### config.mk
export PLATFORM = sky130hd
export DESIGN_NAME = rtc_calendar_core
export DESIGN_NICKNAME = d
export VERILOG_FILES = /design/src/rtl/rtc_cal_pkg.sv /design/src/rtl/rtc_tick_gen.sv /design/src/rtl/rtc_bcd_stage.sv /design/src/rtl/rtc_calendar_unit.sv /design/src/rtl/rtc_calendar_core.sv
export SDC_FILE = /design/constraint.sdc
export NUM_CORES = 1
export LEC_CHECK = 0
export ABC_AREA = 1
export BUFFER_PORTS_ARGS = -buffer_cell sky130_fd_sc_hd__clkbuf_2
export CORE_MARGIN = 2
export CORE_UTILIZATION = 25
export DETAILED_ROUTE_END_ITERATION = 8
export PLACE_DENSITY = 0.44
export SLEW_MARGIN = 15
export SYNTH_ARGS = -nofsm -noshare
export SYNTH_HDL_FRONTEND = slang
export SYNTH_SLANG_ARGS = --single-unit
### constraint.sdc
create_clock -name clk -period 10.1 [get_ports clk]
set_input_delay 1.515 -clock clk [delete_from_list [all_inputs] [get_ports clk]]
set_output_delay 1.515 -clock clk [all_outputs]
set_load 0.03 [all_outputs]
### src/rtl/rtc_cal_pkg.sv
package rtc_cal_pkg;

   typedef enum logic [1:0] {
      SRC_XTAL  = 2'b00,
      SRC_REF   = 2'b01,
      SRC_EVENT = 2'b10,
      SRC_HALT  = 2'b11
   } src_e;

   localparam int STEP_W = 2;
   localparam int N_STG  = 4;

   localparam int A_CTRL   = 0;
   localparam int A_HUND   = 1;
   localparam int A_DATEYR = 5;
   localparam int A_MONWD  = 6;

   function automatic logic [6:0] bcd2bin(input logic [7:0] b);
      return 7'(b[7:4]) * 7'd10 + 7'(b[3:0]);
   endfunction

   function automatic logic [7:0] bin2bcd(input logic [6:0] v);
      return {4'(v / 7'd10), 4'(v % 7'd10)};
   endfunction

   function automatic logic [5:0] last_day(input logic [4:0] mon, input logic [1:0] yr);
      case (mon)
         5'h02:                      return (yr == 2'd0) ? 6'h29 : 6'h28;
         5'h04, 5'h06, 5'h09, 5'h11: return 6'h30;
         default:                    return 6'h31;
      endcase
   endfunction

endpackage

### src/rtl/rtc_tick_gen.sv
module rtc_tick_gen
   import rtc_cal_pkg::*;
#(
   parameter int XTAL_HZ = 32768,
   parameter int TICK_HZ = 100,
   parameter int REF_HZ  = 50
) (
   input  logic              clk,
   input  logic              rst_n,
   input  logic              run,
   input  src_e              src,
   input  logic              xtal_pulse,
   input  logic              ref_pulse,
   input  logic              evt_pulse,
   output logic              tick,
   output logic [STEP_W-1:0] step
);
   localparam int ACC_W    = $clog2(XTAL_HZ + TICK_HZ);
   localparam int REF_STEP = TICK_HZ / REF_HZ;

   if (TICK_HZ >= XTAL_HZ) begin : g_bad_ratio
      $error("tick rate must be below crystal rate");
   end
   if ((TICK_HZ % REF_HZ) != 0 || REF_STEP >= (1 << STEP_W)) begin : g_bad_ref
      $error("reference rate must divide tick rate into a small step");
   end

   logic [ACC_W-1:0] acc_q;
   logic [ACC_W-1:0] acc_sum;
   logic             acc_wrap;

   assign acc_sum  = acc_q + ACC_W'(TICK_HZ);
   assign acc_wrap = acc_sum >= ACC_W'(XTAL_HZ);

   always_ff @(posedge clk) begin
      if (!rst_n)
         acc_q <= '0;
      else if (run && src == SRC_XTAL && xtal_pulse)
         acc_q <= acc_wrap ? acc_sum - ACC_W'(XTAL_HZ) : acc_sum;
   end

   always_comb begin
      tick = 1'b0;
      step = STEP_W'(1);
      case (src)
         SRC_XTAL:  tick = run && xtal_pulse && acc_wrap;
         SRC_REF:   begin tick = run && ref_pulse; step = STEP_W'(REF_STEP); end
         SRC_EVENT: tick = run && evt_pulse;
         default:   tick = 1'b0;
      endcase
   end
endmodule

### src/rtl/rtc_bcd_stage.sv
module rtc_bcd_stage
   import rtc_cal_pkg::*;
(
   input  logic [7:0]        cur,
   input  logic              en,
   input  logic [STEP_W-1:0] step,
   input  logic [6:0]        limit,
   output logic [7:0]        nxt,
   output logic              carry
);
   logic [7:0] sum;

   always_comb begin
      sum   = {1'b0, bcd2bin(cur)} + 8'(step);
      nxt   = cur;
      carry = 1'b0;
      if (en) begin
         if (sum > {1'b0, limit}) begin
            nxt   = bin2bcd(7'(sum - {1'b0, limit} - 8'd1));
            carry = 1'b1;
         end else begin
            nxt = bin2bcd(sum[6:0]);
         end
      end
   end
endmodule

### src/rtl/rtc_calendar_unit.sv
module rtc_calendar_unit
   import rtc_cal_pkg::*;
(
   input  logic       inc,
   input  logic [5:0] date,
   input  logic [4:0] month,
   input  logic [1:0] year,
   input  logic [2:0] wday,
   output logic [5:0] date_n,
   output logic [4:0] month_n,
   output logic [1:0] year_n,
   output logic [2:0] wday_n
);
   logic [5:0] last;

   always_comb begin
      last    = last_day(month, year);
      date_n  = date;
      month_n = month;
      year_n  = year;
      wday_n  = wday;
      if (inc) begin
         wday_n = (wday >= 3'd6) ? 3'd0 : wday + 3'd1;
         if (date >= last) begin
            date_n = 6'h01;
            if (month >= 5'h12) begin
               month_n = 5'h01;
               year_n  = year + 2'd1;
            end else begin
               month_n = 5'(bin2bcd(bcd2bin({3'b0, month}) + 7'd1));
            end
         end else begin
            date_n = 6'(bin2bcd(bcd2bin({2'b0, date}) + 7'd1));
         end
      end
   end
endmodule

### src/rtl/rtc_calendar_core.sv
module rtc_calendar_core
   import rtc_cal_pkg::*;
#(
   parameter int XTAL_HZ = 32768,
   parameter int TICK_HZ = 100,
   parameter int REF_HZ  = 50,
   parameter int ADDR_W  = 4
) (
   input  logic              clk,
   input  logic              rst_n,
   input  logic              xtal_pulse,
   input  logic              ref_pulse,
   input  logic              evt_pulse,
   input  logic [ADDR_W-1:0] addr,
   input  logic [7:0]        wdata,
   input  logic              we,
   output logic [7:0]        rdata
);
   if (ADDR_W < 3) begin : g_bad_addr
      $error("address must reach byte 6");
   end

   logic       stop_q, mask_q;
   src_e       src_q;
   logic [7:0] cnt_q   [N_STG];
   logic [7:0] cnt_nxt [N_STG];
   logic [N_STG-1:0] carry;
   logic [5:0] date_q, date_n;
   logic [4:0] month_q, month_n;
   logic [1:0] year_q, year_n;
   logic [2:0] wday_q, wday_n;
   logic              tick, evt_mode, day_inc;
   logic [STEP_W-1:0] tick_step;

   assign evt_mode = (src_q == SRC_EVENT);

   rtc_tick_gen #(.XTAL_HZ(XTAL_HZ), .TICK_HZ(TICK_HZ), .REF_HZ(REF_HZ)) u_tick (
      .clk(clk), .rst_n(rst_n), .run(!stop_q), .src(src_q),
      .xtal_pulse(xtal_pulse), .ref_pulse(ref_pulse), .evt_pulse(evt_pulse),
      .tick(tick), .step(tick_step)
   );

   for (genvar i = 0; i < N_STG; i++) begin : g_stg
      localparam int LIM_T = (i == 0) ? 99 : ((i == N_STG - 1) ? 23 : 59);
      logic              en_s;
      logic [STEP_W-1:0] step_s;
      logic [6:0]        lim_s;
      if (i == 0) begin : g_first
         assign en_s   = tick;
         assign step_s = tick_step;
      end else if (i == N_STG - 1) begin : g_top
         assign en_s   = carry[i-1] && !evt_mode;
         assign step_s = STEP_W'(1);
      end else begin : g_mid
         assign en_s   = carry[i-1];
         assign step_s = STEP_W'(1);
      end
      if (i == N_STG - 1) begin : g_lim_fixed
         assign lim_s = 7'(LIM_T);
      end else begin : g_lim_mode
         assign lim_s = evt_mode ? 7'd99 : 7'(LIM_T);
      end
      rtc_bcd_stage u_stage (
         .cur(cnt_q[i]), .en(en_s), .step(step_s), .limit(lim_s),
         .nxt(cnt_nxt[i]), .carry(carry[i])
      );
   end

   assign day_inc = carry[N_STG-1];

   rtc_calendar_unit u_cal (
      .inc(day_inc), .date(date_q), .month(month_q), .year(year_q), .wday(wday_q),
      .date_n(date_n), .month_n(month_n), .year_n(year_n), .wday_n(wday_n)
   );

   always_ff @(posedge clk) begin
      if (!rst_n) begin
         stop_q  <= 1'b0;
         mask_q  <= 1'b0;
         src_q   <= SRC_XTAL;
         for (int k = 0; k < N_STG; k++) cnt_q[k] <= 8'h00;
         date_q  <= 6'h01;
         month_q <= 5'h01;
         year_q  <= 2'd0;
         wday_q  <= 3'd0;
      end else begin
         for (int k = 0; k < N_STG; k++)
            cnt_q[k] <= (we && addr == ADDR_W'(A_HUND + k)) ? wdata : cnt_nxt[k];
         if (we && addr == ADDR_W'(A_CTRL)) begin
            stop_q <= wdata[7];
            src_q  <= src_e'(wdata[5:4]);
            mask_q <= wdata[3];
         end
         if (we && addr == ADDR_W'(A_DATEYR))
            {year_q, date_q} <= wdata;
         else
            {year_q, date_q} <= {year_n, date_n};
         if (we && addr == ADDR_W'(A_MONWD))
            {wday_q, month_q} <= wdata;
         else
            {wday_q, month_q} <= {wday_n, month_n};
      end
   end

   always_comb begin
      rdata = 8'h00;
      if (addr == ADDR_W'(A_CTRL))
         rdata = {stop_q, 1'b0, src_q, mask_q, 3'b000};
      else if (addr == ADDR_W'(A_DATEYR))
         rdata = {mask_q ? 2'b00 : year_q, date_q};
      else if (addr == ADDR_W'(A_MONWD))
         rdata = {mask_q ? 3'b000 : wday_q, month_q};
      else
         for (int k = 0; k < N_STG; k++)
            if (addr == ADDR_W'(A_HUND + k)) rdata = cnt_q[k];
   end
endmodule

==> results of run 1 <==
==> layout by cell type (no fill, tap or decap), types with 3 or more instances in the layout <==
master and n:
nand2_1 317, inv_1 200, nand3_1 96, ha_1 75, nor2_1 67, dfxtp_1 66, a21oi_1 43, nand2_2 41
a31oi_1 32, o21ai_0 30, xor2_1 30, clkbuf_2 25, nand4_1 23, nor3_1 16, nand3_2 13, fa_1 12
xnor2_1 11, inv_2 10, o211ai_1 10, nand2_4 9, o22ai_1 9, clkbuf_16 9, nor2_2 8, nand3b_1 7
o21ai_2 7, o21ai_1 7, a221oi_1 6, a21oi_2 5, o221ai_1 5, o2111ai_1 4, clkinv_2 4, o31ai_1 3
a211oi_1 3, a32oi_1 3
==> through the flow <==
stage | utilization [%] | power, uW | setup slack, ns
floorplan | - | 374 | 5.53
global placement | 27.3 | 408 | 5.01
detailed placement | 27.3 | 409 | 4.94
CTS | 28.3 | 726 | 4.93
global route | 28.3 | 756 | 4.52
finish | 28.3 | 718 | 4.89
==> worst paths after layout <==
path                                        from                to  slack (ns)  depth (start not counted)
worst min-delay path            u_tick.acc_q[15]  u_tick.acc_q[15]        0.47                          2
worst max register to register       cnt_q[1][7]       cnt_q[1][1]        5.01                         30
worst max-delay path                     addr[3]          rdata[6]        4.89                          7
worst min register to register  u_tick.acc_q[15]  u_tick.acc_q[15]        0.47                          2
==> final cells by class <==
class,instances,area [sq um]
Fill cell,3474,21900
Multi-Input combinational cell,921,5600
Sequential cell,66,1320
Inverter,213,801
Tap cell,396,495
Clock buffer,9,225
Timing Repair Buffer,26,133
Clock inverter,7,70.1
==> per-layer routing <==
| layer | up-vias | share of wire (%) | GRT usage (%) |
|---|---|---|---|
| li1 | 4022 | - | - |
| met4 | 0 | 1.6 | 4.26 |
| met2 | 98 | 47 | 23.1 |
| met5 | - | 0 | 0 |
| met3 | 18 | 3.7 | 1.52 |
| met1 | 3492 | 48 | 18.2 |
==> cells by family after synthesis <==
family                     count (synthesis)  share of synthesized area, %
buffers and inverters                    221                          10.8
and+or+nand+nor                          611                          36.8
DFF                                       66                          17.0
adders and majority gates                 87                          15.2
AOI/OAI and AO/OA                        179                          15.0
muxes                                      1                         0.129
xor gates and xnor gates                  43                          5.05
==> state kept, by name (all words and copies together), names as in the netlist <==
register / flops
cnt_q: 32
stop_q: 1
wday_q: 3
src_q: 2
u_tick.acc_q: 14
month_q: 5
year_q: 2
date_q: 6
mask_q: 1
==> Yosys cell counts (2+ instances only) <==
cell type	n	area, sq um
nand4_1	23	144
nand2_2	41	257
o21a_1	2	15.0
clkbuf_1	7	26.3
o31ai_1	3	22.5
o22ai_1	9	56.3
o21ai_1	7	35.0
clkinv_1	2	7.51
dfxtp_1	66	1320
nand2_4	9	101
nand3b_1	7	52.6
xor2_1	30	263
a21oi_1	43	215
a211oi_1	3	22.5
o221ai_1	5	43.8
nand2_1	317	1190
a21oi_2	5	43.8
nor4_1	2	12.5
xor2_2	2	32.5
o211ai_1	10	75.1
a221oi_1	6	52.6
nor2_2	8	50.1
nor3_1	16	80.1
o21ai_2	7	61.3
o21ai_0	30	150
a31oi_1	32	200
ha_1	75	938
nand3_2	13	130
a32oi_1	3	26.3
xnor2_1	11	96.3
inv_1	200	751
inv_2	10	37.5
or2_2	2	12.5
o2111ai_1	4	35.0
nor2_1	67	251
nand3_1	96	480
fa_1	12	240
nor2_4	2	22.5
==> worst reg2reg max path: cells and delay by family (launching register included) <==
| family | cells | cell delay (ns) |
|---|---|---|
| flops | 1 | 0.41 |
| simple gates | 18 | 1.99 |
| fa+ha+maj | 5 | 1.49 |
| compound gates | 2 | 0.38 |
| xor+xnor | 2 | 0.57 |
| buf+inv | 3 | 0.19 |
==> where the power goes <==
group	internal (uW)	switching, uW	leakage (uW)	total (uW)
logic	42.9	87.0	0.00356	130
registers	266	6.41	0.000534	273
clock network	190	125	0.000145	315
==> flow_summary_export.csv, run 1 <==
group,metric,value,unit
run_status,outcome,"complete, no violations",
floorplanning,die_h,180,um
yosys,yosysSeqAreaShare,17.0,%
yosys,async_flop_share,0,%
global_route,grt_pass1_wl,36500,um
sta,setup_tns,0,ns
route,firstDrtPassIters,5,
critical_path,critPathSlowestCell,"nor3_1",
sta,drv_slew,0,
yosys,synth-seq-cells,66,
cells_and_area,drive_gt1_share,12.0,%
cells_and_area,design_area,0.00864,sq mm
yosys,ys.flop_type,"dfxtp_1",
yosys,syn_area_per_cell,6.42,sq um
route,vias,7630,
cts,cts.repair.resized,0,
sta,fmax,0.192,GHz
cts,cts_buffer_depth,2,
yosys,ys_types,59,
cells_and_area,diodes,0,
sta,setup_viol,0,
route,wire_per_inst,13.5,um
place,hpwl,18200,um
cells_and_area,stdcell_count,1638,
floorplanning,die_x,180,um
flow_run,max_cap_violations,0,
hold_path,hold_class,"reg2reg",
floorplanning,num_io_pins,26,
sta,rsz0062_at_grt,"false",
cts,path_clk_slew,0.05,ns
yosys,synth_area,0.00776,sq mm
critical_path,cp_cell_sequence,"clkbuf_2 -> nor2_1 -> inv_1 -> nor3_1 -> a221oi_1 -> o2111ai_1 -> clkbuf_2",
critical_path,endpoint_kind,"output pin",
place,postPlaceCellArea,0.00835,sq mm
cells_and_area,nets,1342,
cells_and_area,area_growth,11.4,%
place,place.gp.congestion,0.812,
floorplanning,rows,64,
critical_path,critPathKind,"in2out",
cts,clk_latency,0.34,ns
critical_path,cp_top_family,"simple AND/OR/NAND/NOR gates",
route,ant_nets,0,
critical_path,critPathLaunchType,"input port",
sta,hold_violations,0,
critical_path,critPathMaxFanout,9,
global_route,grt_pass1_vias,7266,
cts,cts_sinks,66,
cts,post_cts_buffers,0,
critical_path,crit_top_cell,"clkbuf_2",
route,drcViolationCount,0,
floorplanning,core_region_area,0.0306,sq mm
cts,ctsHoldBuffers,0,
critical_path,slowest_delay,0.90,ns
sta,whs,0.467,ns
cts,cts_made_buffers,9,
critical_path,cp.buffers_inverters,3,
route,drt_iter0_markers,459,
sta,worst_slew_pin_slew,1.19,ns
route,vias_per_cell,4.66,
route,totalWireLength,22000,um
place,numPortBuffers,25,
global_route,grt_antenna_before_repair,0,
floorplanning,die_area,0.0325,sq mm
sta,finClkSkew,0.0119,ns
power,vdd_drop_max,0.0682,mV
yosys,syn_nets,1313,
yosys,ys_warn_count,0,
yosys,synth_cells,1208,
global_route,track_usage,13.7,%
sta,slew_headroom,20.4,%
sta,min_period,5.21,ns
cts,root_buffer,"clkbuf_16",
critical_path,arrival,3.70,ns
cts,cts_tree,"done",
cts,htree_levels,3,
critical_path,crit_required,8.59,ns
global_route,gr-total-overflow,0,
power,leakage,0.00424,uW
global_route,grt_max_degree,30,
power,power.density,83.1,mW/mm^2
sta,period_share,51.6,%
floorplanning,start_util,25.4,%
yosys,synth_edf_count,0,
place,dp_cells,1622,
No activity file was read; power rests on OpenSTA's default activity.
==> run 2, diff against run 1 <==
Clock period 10.1 ns to 5.4 ns, I/O delays scaled along.
==> flow_summary_export.csv, run 2 (synthesis gave the netlist of run 1 again) <==
group,metric,value,unit
power,leakage,0.00428,uW
critical_path,critPathMaxFanout,6,
route,wire_per_inst,13.5,um
sta,min_period,4.89,ns
route,firstDrtPassIters,5,
sta,worst_slew_pin_slew,1.09,ns
global_route,track_usage,13.7,%
hold_path,worstHoldStart,"u_tick.acc_q[15]",
route,vias,7698,
place,numPortBuffers,25,
flow_run,max_cap_violations,0,
floorplanning,die_area,0.0325,sq mm
floorplanning,core_region_area,0.0306,sq mm
hold_path,hold_end,"u_tick.acc_q[15]",
sta,hold_violations,0,
route,ant_nets,0,
power,switchingPower,431,uW
critical_path,critPathSlowestCell,"fa_1",
critical_path,timing.rr.end,"cnt_q[2][1]",
power,power.density,163,mW/mm^2
cells_and_area,regMostFlops,"cnt_q",
power,vdd_drop_max,0.144,mV
sta,whs,0.479,ns
sta,setup_viol,0,
cts,path_clk_slew,0.06,ns
route,drt_iter0_markers,357,
cts,htree_levels,3,
critical_path,reg2reg_depth,32,
cts,ctsHoldBuffers,0,
cts,root_buffer,"clkbuf_16",
cts,cts_sinks,66,
cts,clk_latency,0.35,ns
power,swShare,30.4,%
critical_path,endpoint_kind,"flop",
route,vias_per_cell,4.69,
cells_and_area,design_area,0.00872,sq mm
sta,finClkSkew,0.00936,ns
critical_path,critPathLaunchType,"flop",
power,pwr-share-seq,35.9,%
power,intPower,988,uW
sta,slew_headroom,26.9,%
floorplanning,die_x,180,um
route,totalWireLength,22200,um
cells_and_area,drive_gt1_share,12.8,%
critical_path,r2r_slack,0.51,ns
critical_path,startpoint,"cnt_q[2][5]",
critical_path,crit_top_cell,"nand2_1",
place,dp_cells,1623,
critical_path,slowest_delay,0.45,ns
place,hpwl,18100,um
global_route,gr-total-overflow,0,
global_route,grt_antenna_before_repair,0,
cells_and_area,stdcell_count,1642,
place,place.gp.congestion,0.829,
critical_path,critPathKind,"reg2reg",
cells_and_area,largest_reg_flops,32,
critical_path,crit_required,5.67,ns
sta,fin_ws,0.510,ns
sta,period_share,90.6,%
cells_and_area,diodes,0,
critical_path,arrival,5.16,ns
route,drcViolationCount,0,
sta,drv_slew,0,
global_route,grt_pass1_vias,7366,
cells_and_area,nets,1346,
global_route,grt_max_degree,49,
run_status,outcome,"complete, no violations",
critical_path,r2r-start,"cnt_q[2][5]",
cts,cts_made_buffers,9,
floorplanning,num_io_pins,26,
cells_and_area,top_regs,"cnt_q: 32 flops, u_tick.acc_q: 14 flops, date_q: 6 flops",
hold_path,hold_depth,2,
place,pre_cts_slack,0.400,ns
power,pwr-share-clk,46.8,%
cts,cts_buffer_depth,2,
sta,fmax,0.204,GHz
floorplanning,rows,64,
hold_path,hold_class,"reg2reg",
floorplanning,start_util,25.4,%
floorplanning,die_h,180,um
cells_and_area,area_growth,12.5,%
place,postPlaceCellArea,0.00836,sq mm
power,share_comb_of_total_power,17.2,%
cells_and_area,nFillCells,3441,
cells_and_area,final_cell_mix,"317 x nand2_1, 200 x inv_1, 96 x nand3_1",
global_route,grt_pass1_wl,36600,um
cells_and_area,final_common_cell,"nand2_1",
cts,cts_tree,"done",
==> run 2: cell count changes in the layout (fill, tap and decap cells not counted), moves of 2 or more <==
cell      previous run  this run
clkinv_2             4         2
dfxtp_1             66        62
buf_4                1         5
inv_6                0         2
dfxtp_2              0         4
==> run 2: how the worst max path moves through the flow <==
stage | endpoint | slack [ns] | cells past startpoint
after detailed placement | cnt_q[1][1] | 0.40 | 31
final | cnt_q[2][1] | 0.51 | 32
after global placement | cnt_q[1][1] | 0.60 | 30
after global routing | cnt_q[1][2] | -0.007 | 32
after floorplan | cnt_q[1][1] | 0.91 | 30
after CTS | cnt_q[1][1] | 0.39 | 31
==> run 2: timing repair <==
action                     4_1_cts  5_1_grt
buffers inserted                 0        3
setup endpoints to repair        0        5
resized for setup                0        7
==> run 2: per-layer routing <==
metal / share of wire [%] / GRT usage [%]
met1: 50 / 18.6
met2: 47 / 23.4
met3: 2.3 / 1.27
met4: 1.2 / 3.35
met5: 0 / 0
==> run 2: critical path: cells and delay by family, from the launching register on <==
family,cells,cell delay [ns]
AOI/OAI and AO/OA,3,0.47
xor gates and xnor gates,1,0.13
adders and majority gates,5,1.46
buffers and inverters,5,0.37
DFF,1,0.42
and+or+nand+nor,18,1.94
==> run 2: metrics by stage <==
| step | power (uW) | TNS (ns) | utilization [%] |
|---|---|---|---|
| after floorplan | 699 | 0 | - |
| after detailed placement | 765 | 0 | 27.3 |
| after CTS | 1430 | 0 | 28.4 |
| after global placement | 764 | 0 | 27.3 |
| after global routing | 1490 | -0.00718 | 28.5 |
| final | 1420 | 0 | 28.5 |
==> run 2: final cells by class <==
cell class	count	area (sq um)	share of cell area (%)
Sequential cell	66	1330	15.2
Tap cell	396	495	5.68
Inverter	213	801	9.18
Clock buffer	9	225	2.58
Multi-Input combinational cell	921	5610	64.3
Clock inverter	7	100	1.15
Timing Repair Buffer	30	163	1.86
==> run 2: power groups by stage <==
stage | Combinational (uW) | Sequential [uW] | Clock (uW)
after floorplan | 183 | 516 | 0
after global placement | 244 | 521 | 0
after detailed placement | 245 | 520 | 0
after CTS | 246 | 510 | 673
after global routing | 280 | 511 | 694
final | 244 | 510 | 664
==> run 3, diff against run 2 <==
Settings changed: PLACE_DENSITY 0.44 to 0.4.
==> flow_summary_export.csv, run 3 (synthesis gave the netlist of run 1 again) <==
group,metric,value,unit
cts,clk_latency,0.35,ns
power,leakage,0.00426,uW
floorplanning,core_region_area,0.0306,sq mm
critical_path,crit_required,5.68,ns
sta,hold_violations,0,
route,totalWireLength,22600,um
place,place.gp.congestion,0.793,
global_route,grt_antenna_before_repair,0,
floorplanning,die_x,180,um
cells_and_area,drive_gt1_share,12.6,%
route,firstDrtPassIters,5,
critical_path,reg2reg_depth,34,
floorplanning,rows,64,
critical_path,r2r-start,"cnt_q[1][7]",
cts,cts_made_buffers,9,
hold_path,hold_class,"reg2reg",
sta,drv_slew,0,
cts,htree_levels,3,
critical_path,critPathLaunchType,"flop",
route,ant_nets,0,
cells_and_area,final_cell_mix,"317 x nand2_1, 200 x inv_1, 96 x nand3_1",
cells_and_area,final_common_cell,"nand2_1",
power,p_total,1370,uW
global_route,grt_pass1_vias,7306,
route,wl_met2,10300,um
run_status,outcome,"complete, no violations",
sta,slew_headroom,26.5,%
critical_path,arrival,5.15,ns
global_route,grt_pass1_wl,37900,um
global_route,grt_max_degree,39,
route,routed.top_layer,"met4",
critical_path,r2r_slack,0.53,ns
critical_path,critPathSlowestCell,"fa_1",
cells_and_area,diodes,0,
sta,finClkSkew,0.0103,ns
cts,cts_buffer_depth,2,
critical_path,critPathKind,"reg2reg",
sta,setup_viol,0,
cts,cts_tree,"done",
route,drcViolationCount,0,
route,drt_iter0_markers,396,
sta,period_share,90.2,%
critical_path,critPathMaxFanout,8,
place,numPortBuffers,25,
hold_path,hold_end,"u_tick.acc_q[15]",
cts,path_clk_slew,0.07,ns
critical_path,timing.rr.end,"cnt_q[1][1]",
route,vias_per_cell,4.62,
critical_path,endpoint_kind,"flop",
floorplanning,die_area,0.0325,sq mm
sta,rsz0062_at_grt,"false",
floorplanning,start_util,25.4,%
sta,setup_tns,0,ns
power,power.density,158,mW/mm^2
cts,ctsHoldBuffers,0,
hold_path,hold_depth,2,
route,wl_met1,11400,um
sta,min_period,4.87,ns
sta,worst_slew_pin_slew,1.09,ns
sta,fmax,0.205,GHz
cells_and_area,regMostFlops,"cnt_q",
cells_and_area,largest_reg_flops,32,
flow_run,max_cap_violations,0,
global_route,track_usage,14.2,%
place,hpwl,18400,um
route,wire_per_inst,13.8,um
cts,root_buffer,"clkbuf_16",
critical_path,crit_top_cell,"nand2_1",
route,vias,7589,
floorplanning,num_io_pins,26,
power,vdd_drop_max,0.146,mV
floorplanning,die_h,180,um
global_route,gr-total-overflow,0,
cts,cts_sinks,66,
route,dr_wl_met3,620,um
cells_and_area,top_regs,"cnt_q: 32 flops, u_tick.acc_q: 14 flops, date_q: 6 flops",
cells_and_area,nets,1345,
critical_path,slowest_delay,0.49,ns
hold_path,worstHoldStart,"u_tick.acc_q[15]",
cells_and_area,area_growth,12.0,%
[run 3: worst max-delay path by stage]
| stage | depth (start not counted) | endpoint | startpoint |
|---|---|---|---|
| final | 34 | cnt_q[1][1] | cnt_q[1][7] |
| after global routing | 34 | cnt_q[2][1] | cnt_q[2][5] |
| after CTS | 31 | cnt_q[1][1] | cnt_q[1][7] |
| after detailed placement | 31 | cnt_q[1][1] | cnt_q[1][7] |
| after global placement | 30 | cnt_q[1][1] | cnt_q[1][5] |
| after floorplan | 30 | cnt_q[1][1] | cnt_q[1][5] |
[run 3: where the power goes]
part | internal (uW) | switching [uW]
sequential | 498 | 12.0
clock | 363 | 256
combinational | 80.8 | 164
[run 3: area by class of cell]
class	count	area, sq um
Clock buffer	9	225
Clock inverter	7	77.6
Fill cell	3465	21900
Inverter	213	801
Multi-Input combinational cell	921	5610
Sequential cell	66	1320
Tap cell	396	495
Timing Repair Buffer	29	155
[run 3: per-stage QoR]
stage	instances	utilization [%]	hold WS (ns)	setup WS (ns)	instance area (sq um)
after floorplan	1208	-	0.432	0.912	7760
after global placement	1624	27.3	0.455	0.566	8360
after detailed placement	1624	27.3	0.446	0.411	8360
after CTS	1640	28.3	0.456	0.412	8670
after global routing	1641	28.4	0.491	0.00375	8690
final	1641	28.4	0.455	0.529	8690
[run 3: critical path, delay by kind of cell, from the launching register on]
family | cells | cell delay (ns)
buffers and inverters | 4 | 0.25
XOR/XNOR | 2 | 0.49
flip-flops | 1 | 0.39
AO/OA/AOI/OAI | 1 | 0.12
adder cells (fa/ha/maj) | 5 | 1.45
AND/OR/NAND/NOR | 22 | 2.08
[run 3: metal layers]
| metal | track usage [%] | up-vias |
|---|---|---|
| met3 | 1.39 | 14 |
| met1 | 19.8 | 3457 |
| met5 | 0 | - |
| met2 | 23.6 | 90 |
| met4 | 3.52 | 0 |
| li1 | - | 4028 |
[run 3: what timing repair did]
item | 4_1_cts | 5_1_grt
setup endpoints to repair | 0 | 3
resized for setup | 0 | 5
buffers inserted | 0 | 1
